$ cat src/rtl/pf_pkg.sv
package pf_pkg;
    // Training phase of the stride detector.
    typedef enum logic [1:0] {
        PH_EMPTY = 2'd0,
        PH_ONE   = 2'd1,
        PH_RUN   = 2'd2
    } pf_phase_e;
endpackage

$ cat src/rtl/pf_trainer.sv
module pf_trainer
    import pf_pkg::*;
#(
    parameter int LINE_W = 26,
    parameter int IDX_W  = 7,
    parameter int CNT_W  = 4
) (
    input  logic                     clk,
    input  logic                     rst_n,
    input  logic                     enable,
    input  logic                     miss_valid,
    input  logic [LINE_W-1:0]        miss_line,
    input  logic [CNT_W-1:0]         run_len,
    output logic                     trig,
    output logic [LINE_W-1:0]        trig_line,
    output logic signed [IDX_W-1:0]  trig_stride
);
    localparam logic [CNT_W-1:0] CNT_MAX = {CNT_W{1'b1}};

    typedef struct packed {
        pf_phase_e               phase;
        logic [IDX_W-1:0]        prev_idx;
        logic signed [IDX_W-1:0] stride;
        logic [CNT_W-1:0]        cnt;
    } tr_state_t;

    tr_state_t st_d, st_q;

    logic [IDX_W-1:0]        idx;
    logic signed [IDX_W-1:0] delta;
    logic [CNT_W-1:0]        k_eff;
    logic [CNT_W:0]          cnt_inc;
    logic                    hit;

    always_comb begin
        idx     = miss_line[IDX_W-1:0];
        delta   = signed'(idx - st_q.prev_idx);
        k_eff   = (run_len < CNT_W'(2)) ? CNT_W'(2) : run_len;
        cnt_inc = {1'b0, st_q.cnt} + (CNT_W+1)'(1);
        hit     = 1'b0;
        st_d    = st_q;

        if (!enable) begin
            st_d = '{phase: PH_EMPTY, prev_idx: '0, stride: '0, cnt: '0};
        end else if (miss_valid) begin
            st_d.prev_idx = idx;
            case (st_q.phase)
                PH_EMPTY: begin
                    st_d.phase = PH_ONE;
                    st_d.cnt   = CNT_W'(1);
                end
                PH_ONE: begin
                    if (delta != '0) begin
                        st_d.phase  = PH_RUN;
                        st_d.stride = delta;
                        st_d.cnt    = CNT_W'(2);
                        hit         = (k_eff == CNT_W'(2));
                    end
                end
                default: begin
                    if (delta == '0) begin
                        st_d.phase  = PH_ONE;
                        st_d.stride = '0;
                        st_d.cnt    = CNT_W'(1);
                    end else if (delta == st_q.stride) begin
                        st_d.cnt = cnt_inc[CNT_W] ? CNT_MAX : cnt_inc[CNT_W-1:0];
                        hit      = (cnt_inc == {1'b0, k_eff});
                    end else begin
                        st_d.stride = delta;
                        st_d.cnt    = CNT_W'(2);
                        hit         = (k_eff == CNT_W'(2));
                    end
                end
            endcase
        end
    end

    always_ff @(posedge clk) begin
        if (!rst_n) begin
            st_q <= '{phase: PH_EMPTY, prev_idx: '0, stride: '0, cnt: '0};
        end else begin
            st_q <= st_d;
        end
    end

    assign trig        = hit;
    assign trig_line   = miss_line;
    assign trig_stride = delta;

    // a running stride is never zero
    p_stride_nonzero_r6: assert property (@(posedge clk) disable iff (!rst_n)
        (st_q.phase == PH_RUN) |-> (st_q.stride != '0));

    // a trigger only comes from an accepted miss with a nonzero stride
    p_trig_miss_r2: assert property (@(posedge clk) disable iff (!rst_n)
        trig |-> (enable && miss_valid && trig_stride != '0));
endmodule

$ cat src/rtl/pf_issuer.sv
module pf_issuer #(
    parameter int LINE_W = 26,
    parameter int IDX_W  = 7,
    parameter int PL_W   = 6,
    parameter int DEPTH  = 4
) (
    input  logic                     clk,
    input  logic                     rst_n,
    input  logic                     enable,
    input  logic                     trig,
    input  logic [LINE_W-1:0]        trig_line,
    input  logic signed [IDX_W-1:0]  trig_stride,
    input  logic                     pf_ready,
    output logic                     pf_valid,
    output logic [LINE_W-1:0]        pf_line
);
    localparam int LEFT_W = (DEPTH < 2) ? 1 : $clog2(DEPTH + 1);
    localparam int PAGE_W = LINE_W - PL_W;

    typedef struct packed {
        logic                    valid;
        logic [LINE_W-1:0]       line;
        logic signed [IDX_W-1:0] stride;
        logic [LEFT_W-1:0]       left;
        logic [PAGE_W-1:0]       page;
    } is_state_t;

    is_state_t st_d, st_q;

    function automatic logic [LINE_W-1:0] step(input logic [LINE_W-1:0] l,
                                               input logic signed [IDX_W-1:0] s);
        return l + {{(LINE_W-IDX_W){s[IDX_W-1]}}, s};
    endfunction

    logic [LINE_W-1:0] nxt_run, nxt_new;

    always_comb begin
        nxt_run = step(st_q.line, st_q.stride);
        nxt_new = step(trig_line, trig_stride);
        st_d    = st_q;

        if (!enable) begin
            st_d = '0;
        end else if (st_q.valid) begin
            if (pf_ready) begin
                if (st_q.left != '0 && nxt_run[LINE_W-1:PL_W] == st_q.page) begin
                    st_d.line = nxt_run;
                    st_d.left = st_q.left - LEFT_W'(1);
                end else begin
                    st_d.valid = 1'b0;
                end
            end
        end else if (trig) begin
            st_d.page   = trig_line[LINE_W-1:PL_W];
            st_d.stride = trig_stride;
            st_d.line   = nxt_new;
            st_d.left   = LEFT_W'(DEPTH - 1);
            st_d.valid  = (nxt_new[LINE_W-1:PL_W] == trig_line[LINE_W-1:PL_W]);
        end
    end

    always_ff @(posedge clk) begin
        if (!rst_n) begin
            st_q <= '0;
        end else begin
            st_q <= st_d;
        end
    end

    assign pf_valid = st_q.valid;
    assign pf_line  = st_q.line;

    // an offered request is held until accepted
    p_hold_r7: assert property (@(posedge clk) disable iff (!rst_n)
        (pf_valid && !pf_ready && enable) |=> (pf_valid && $stable(pf_line)));

    // every offered line lies in the trigger page
    p_page_r4: assert property (@(posedge clk) disable iff (!rst_n)
        pf_valid |-> (pf_line[LINE_W-1:PL_W] == st_q.page));

    // disabling drops the burst
    p_drop_r8: assert property (@(posedge clk) disable iff (!rst_n)
        !enable |=> !pf_valid);
endmodule

$ cat src/rtl/stride_prefetch.sv
module stride_prefetch #(
    parameter int ADDR_W = 32,
    parameter int OFF_W  = 6,
    parameter int IDX_W  = 7,
    parameter int PAGE_BITS = 12,
    parameter int CNT_W  = 4,
    parameter int DEPTH  = 4,
    localparam int LINE_W = ADDR_W - OFF_W
) (
    input  logic              clk,
    input  logic              rst_n,
    input  logic              enable,
    input  logic [CNT_W-1:0]  run_len,
    input  logic              miss_valid,
    input  logic [ADDR_W-1:0] miss_addr,
    input  logic              pf_ready,
    output logic              pf_valid,
    output logic [LINE_W-1:0] pf_line
);
    localparam int PL_W = PAGE_BITS - OFF_W;

    logic                    trig;
    logic [LINE_W-1:0]       trig_line;
    logic signed [IDX_W-1:0] trig_stride;
    logic                    unused_off;

    assign unused_off = ^miss_addr[OFF_W-1:0];

    pf_trainer #(
        .LINE_W(LINE_W),
        .IDX_W (IDX_W),
        .CNT_W (CNT_W)
    ) trainer_i (
        .clk        (clk),
        .rst_n      (rst_n),
        .enable     (enable),
        .miss_valid (miss_valid),
        .miss_line  (miss_addr[ADDR_W-1:OFF_W]),
        .run_len    (run_len),
        .trig       (trig),
        .trig_line  (trig_line),
        .trig_stride(trig_stride)
    );

    pf_issuer #(
        .LINE_W(LINE_W),
        .IDX_W (IDX_W),
        .PL_W  (PL_W),
        .DEPTH (DEPTH)
    ) issuer_i (
        .clk        (clk),
        .rst_n      (rst_n),
        .enable     (enable),
        .trig       (trig),
        .trig_line  (trig_line),
        .trig_stride(trig_stride),
        .pf_ready   (pf_ready),
        .pf_valid   (pf_valid),
        .pf_line    (pf_line)
    );
endmodule

$ cat config.mk
export PLATFORM = sky130hd
export DESIGN_NAME = stride_prefetch
export DESIGN_NICKNAME = d
export VERILOG_FILES = /design/src/rtl/pf_pkg.sv /design/src/rtl/pf_trainer.sv /design/src/rtl/pf_issuer.sv /design/src/rtl/stride_prefetch.sv
export SDC_FILE = /design/constraint.sdc
export NUM_CORES = 1
export LEC_CHECK = 0
export ABC_CLOCK_PERIOD_IN_PS = 11080
export BUFFER_PORTS_ARGS = -buffer_cell sky130_fd_sc_hd__buf_2
export CAP_MARGIN = 20
export CORE_UTILIZATION = 35
export CTS_CLUSTER_SIZE = 14
export DETAILED_ROUTE_END_ITERATION = 6
export GPL_TIMING_DRIVEN = 0
export SLEW_MARGIN = 10
export SYNTH_ARGS = -nofsm -noshare
export SYNTH_HDL_FRONTEND = slang
export SYNTH_SLANG_ARGS = --single-unit
$ cat constraint.sdc
create_clock -name clk -period 11.08 [get_ports clk]
set_input_delay 1.108 -clock clk [delete_from_list [all_inputs] [get_ports clk]]
set_output_delay 1.108 -clock clk [all_outputs]
set_load 0.02 [all_outputs]
==> out/results.tsv <==
stage	metric	value	unit
pwr	P_leak	3.96	nW
placement	gpl congestion	0.921	
clock_tree	clk_lat worst skew	0.35	ns
finish	synth-to-layout area growth	12.6	%
critical_path	startpoint type of the worst setup path	primary input	
placement	HPWL Detailed	18300	um
routing	Detail Route Antenna Nets	0	
finish	Core Util, Final	40.5	%
die	full die area	22300	um^2
finish	share of layout cells above drive strength 1	13.2	%
routing	initial DRC count	562	
timing	Max Fclk	162	MHz
die	Initial Util	35.9	%
clock_tree	root buffer cell	clkbuf_16	
placement	port buffer count	60	
routing	Post-route DRC	0	
timing	Hold Violations, Final	0	
run	max-capacitance violation count	0	
finish	nets	1144	
pwr	worst vdd ir	0.0534	mV
clock_tree	clk slew on worst S/H paths	0.06	ns
clock_tree	postcts setup bufs	0	
global_route	largest net degree at the start of global routing	22	
pwr	pwr dens	104	nW/um^2
timing	Pins Over Slew Limit	0	
clock_tree	PostCTS Resize Cnt	0	
critical_path	FF-to-FF path depth	21	
critical_path	Worst path top cell family by delay	compound AO/OA/AOI/OAI gates	
die	I/O Pins	68	
yosys	top post-synthesis cells by area	dfxtp_1 (20%), ha_1 (10%), xnor2_1 (6.0%)	
timing	setup TNS	0	ns
global_route	vias in the first global route	6626	
critical_path	Worst Path Max Fanout	15	
pwr	Combinational Power Share	35.1	%
clock_tree	number of CTS-inserted buffers	9	
critical_path	critical path class	in -> reg	
timing	Final Skew	0.0119	ns
timing	slew margin rel.	30.0	%
worst_hold_path	hold path depth	2	
global_route	first-pass GRT wire length	35400	um
timing	Final min period	6.17	ns
pwr	Clk pwr share	33.5	%
clock_tree	clock sinks	77	
critical_path	CP Data Arrival Time	6.43	ns
pwr	NetSw	0.324	mW
yosys	Post-synth EDFFs	0	
yosys	count of cell types in the netlist	87	
worst_hold_path	Worst Hold Class	reg -> reg	
critical_path	Buf/Inv on CP	5	
critical_path	Critical Path End Type	flop	
yosys	top-count cell post-synth	nor2_1	
pwr	switch share	36.3	%
critical_path	Crit. path cell count	23	
yosys	Net Count, Synth	1072	
yosys	Mapped Area	7600	um^2
routing	Total Routed Length	22600	um
yosys	post-synth top area share	20.3	%
critical_path	Crit path required time	11.34	ns
critical_path	CP max stage delay	0.53	ns
yosys	Warnings, synthesis	0	
outcome	status	finished clean	
yosys	Syn Area/Cell	7.86	um^2
die	total core area	21200	um^2
routing	Via density	5.48	
yosys	Seq cells post-synth	77	
critical_path	slowest CP cell	or4_1	
clock_tree	CTS Buffer Depth	2	
timing	Final Cycle Share	55.7	%
timing	unrepaired setup endpoints after global routing	no	
die	DIE WIDTH	149	um
global_route	initial antenna violation count	0	
routing	DR vias	7224	
global_route	grt total ovfl	0	
routing	Initial DRT Pass Iterations	5	
die	Die Ht	149	um
yosys	Mapped Cells	967	
pwr	Int Power	0.568	mW
critical_path	crit path cell chain	buf_2 -> inv_1 -> ha_1 -> inv_1 -> fa_1 -> a211oi_1 -> o21bai_1 -> a21oi_1 -> xnor2_2 -> buf_6 -> ha_1 -> clkbuf_1 -> xnor2_1 -> a221oi_1 -> o21ai_0 -> a211o_1 -> nor3_1 -> nand4_1 -> nor4_1 -> and4b_1 -> nand4_1 -> or4_1 -> o31ai_1	
clock_tree	H-tree levels	3	
global_route	total track usage	20.5	%
routing	wire per inst	17.1	um
finish	Antenna Cells	0	
yosys	ys flop type	dfxtp_1	
yosys	Commonest cells post-synth	nor2_1 (118), dfxtp_1 (77), nand2_1 (74)	
yosys	post-synth top area cell	dfxtp_1	
yosys	post-synthesis sequential area ratio	20.3	%
yosys	fraction of registers with async set/reset	0	%
timing	setup violators final	0	
clock_tree	CTS hold repair buffers	0	
pwr	Seq pwr share	31.4	%
clock_tree	CTS tree	done	
die	num rows	53	
timing	worst slew pin tran	1.05	ns
## layout by cell type (no fill, tap or decap), types with 22 or more instances in the layout
master      n
a21oi_1    69
buf_2      66
buf_4      28
clkbuf_1   28
dfxtp_1    77
ha_1       61
inv_1      26
mux2i_1    41
nand2_1    74
nor2_1    118
nor3_1     22
o21ai_0    48
xnor2_1    51
xor2_1     41
## path summary, 6_finish.rpt
path                                                  endpoint  slack, ns                            start
worst max-delay path              issuer_i.pf_valid$_SDFF_PN0_       4.91                     miss_addr[6]
worst min-delay path            issuer_i.st_q[28]$_SDFFE_PN0P_       0.47   issuer_i.st_q[28]$_SDFFE_PN0P_
worst min register to register  issuer_i.st_q[28]$_SDFFE_PN0P_       0.47   issuer_i.st_q[28]$_SDFFE_PN0P_
worst max register to register    issuer_i.pf_valid$_SDFF_PN0_       5.46  trainer_i.st_q[11]$_SDFFE_PN0P_
## layer usage
layer	wire (um)	vias to the layer above	track usage, %
li1	-	3637	-
met1	11000	3392	28.6
met2	10200	177	32.9
met3	1080	18	2.63
met4	305	0	5.26
met5	0	-	0
## final cells by class
| class | instances | area, um^2 |
|---|---|---|
| clock inverter | 5 | 42.5 |
| inverter | 27 | 101 |
| sequential | 77 | 1540 |
| tap | 275 | 344 |
| buffer | 72 | 424 |
| multi-input combinational | 791 | 5540 |
| fill | 2189 | 12600 |
| timing repair buffer | 61 | 312 |
| clock buffer | 11 | 253 |
## sequential cells by signal (all words and copies together) (netlist names)
name	flops
issuer_i.st_q	30
issuer_i.pf_valid	1
issuer_i.pf_line	26
trainer_i.st_q	20
## worst reg2reg max path: stages, from the launching register on
cell and delay (ns):
dfxtp_1 0.37, ha_1 0.18, inv_1 0.06, fa_1 0.43, a211oi_1 0.32, o21bai_1 0.12, a21oi_1 0.30, xnor2_2 0.29
buf_6 0.27, ha_1 0.28, clkbuf_1 0.32, xnor2_1 0.18, a221oi_1 0.31, o21ai_0 0.13, a211o_1 0.29, nor3_1 0.17
nand4_1 0.12, nor4_1 0.32, and4b_1 0.24, nand4_1 0.11, or4_1 0.53, o31ai_1 0.19
## cells by family (layout without fill, tap and decap cells)
| family | count (synthesis) | in the layout | share of synthesized area, % |
|---|---|---|---|
| fa+ha+maj | 64 | 64 | 10.8 |
| mux | 41 | 41 | 5.40 |
| flops | 77 | 77 | 20.3 |
| simple gates | 317 | 317 | 19.9 |
| compound gates | 272 | 272 | 24.8 |
| buf+inv | 99 | 176 | 6.91 |
| xor+xnor | 97 | 97 | 11.9 |
## power by group through the flow
stage	Clock (mW)	Combinational (mW)	Sequential (mW)
floorplan	0	0.231	0.286
global placement	0	0.307	0.286
detailed placement	0	0.311	0.286
CTS	0.305	0.312	0.280
global route	0.315	0.347	0.280
finish	0.299	0.314	0.280
## per-stage QoR
stage / std cells / hold slack (ns) / instance area (um^2) / setup WS, ns / power (mW)
CTS: 1319 / 0.470 / 8560 / 4.94 / 0.898
detailed placement: 1303 / 0.461 / 8270 / 4.57 / 0.597
floorplan: 967 / 0.440 / 7600 / 5.05 / 0.517
global route: 1319 / 0.487 / 8560 / 4.40 / 0.942
finish: 1319 / 0.471 / 8560 / 4.91 / 0.893
global placement: 1302 / 0.455 / 8250 / 3.46 / 0.593
Power figures use the tool's default switching activity.
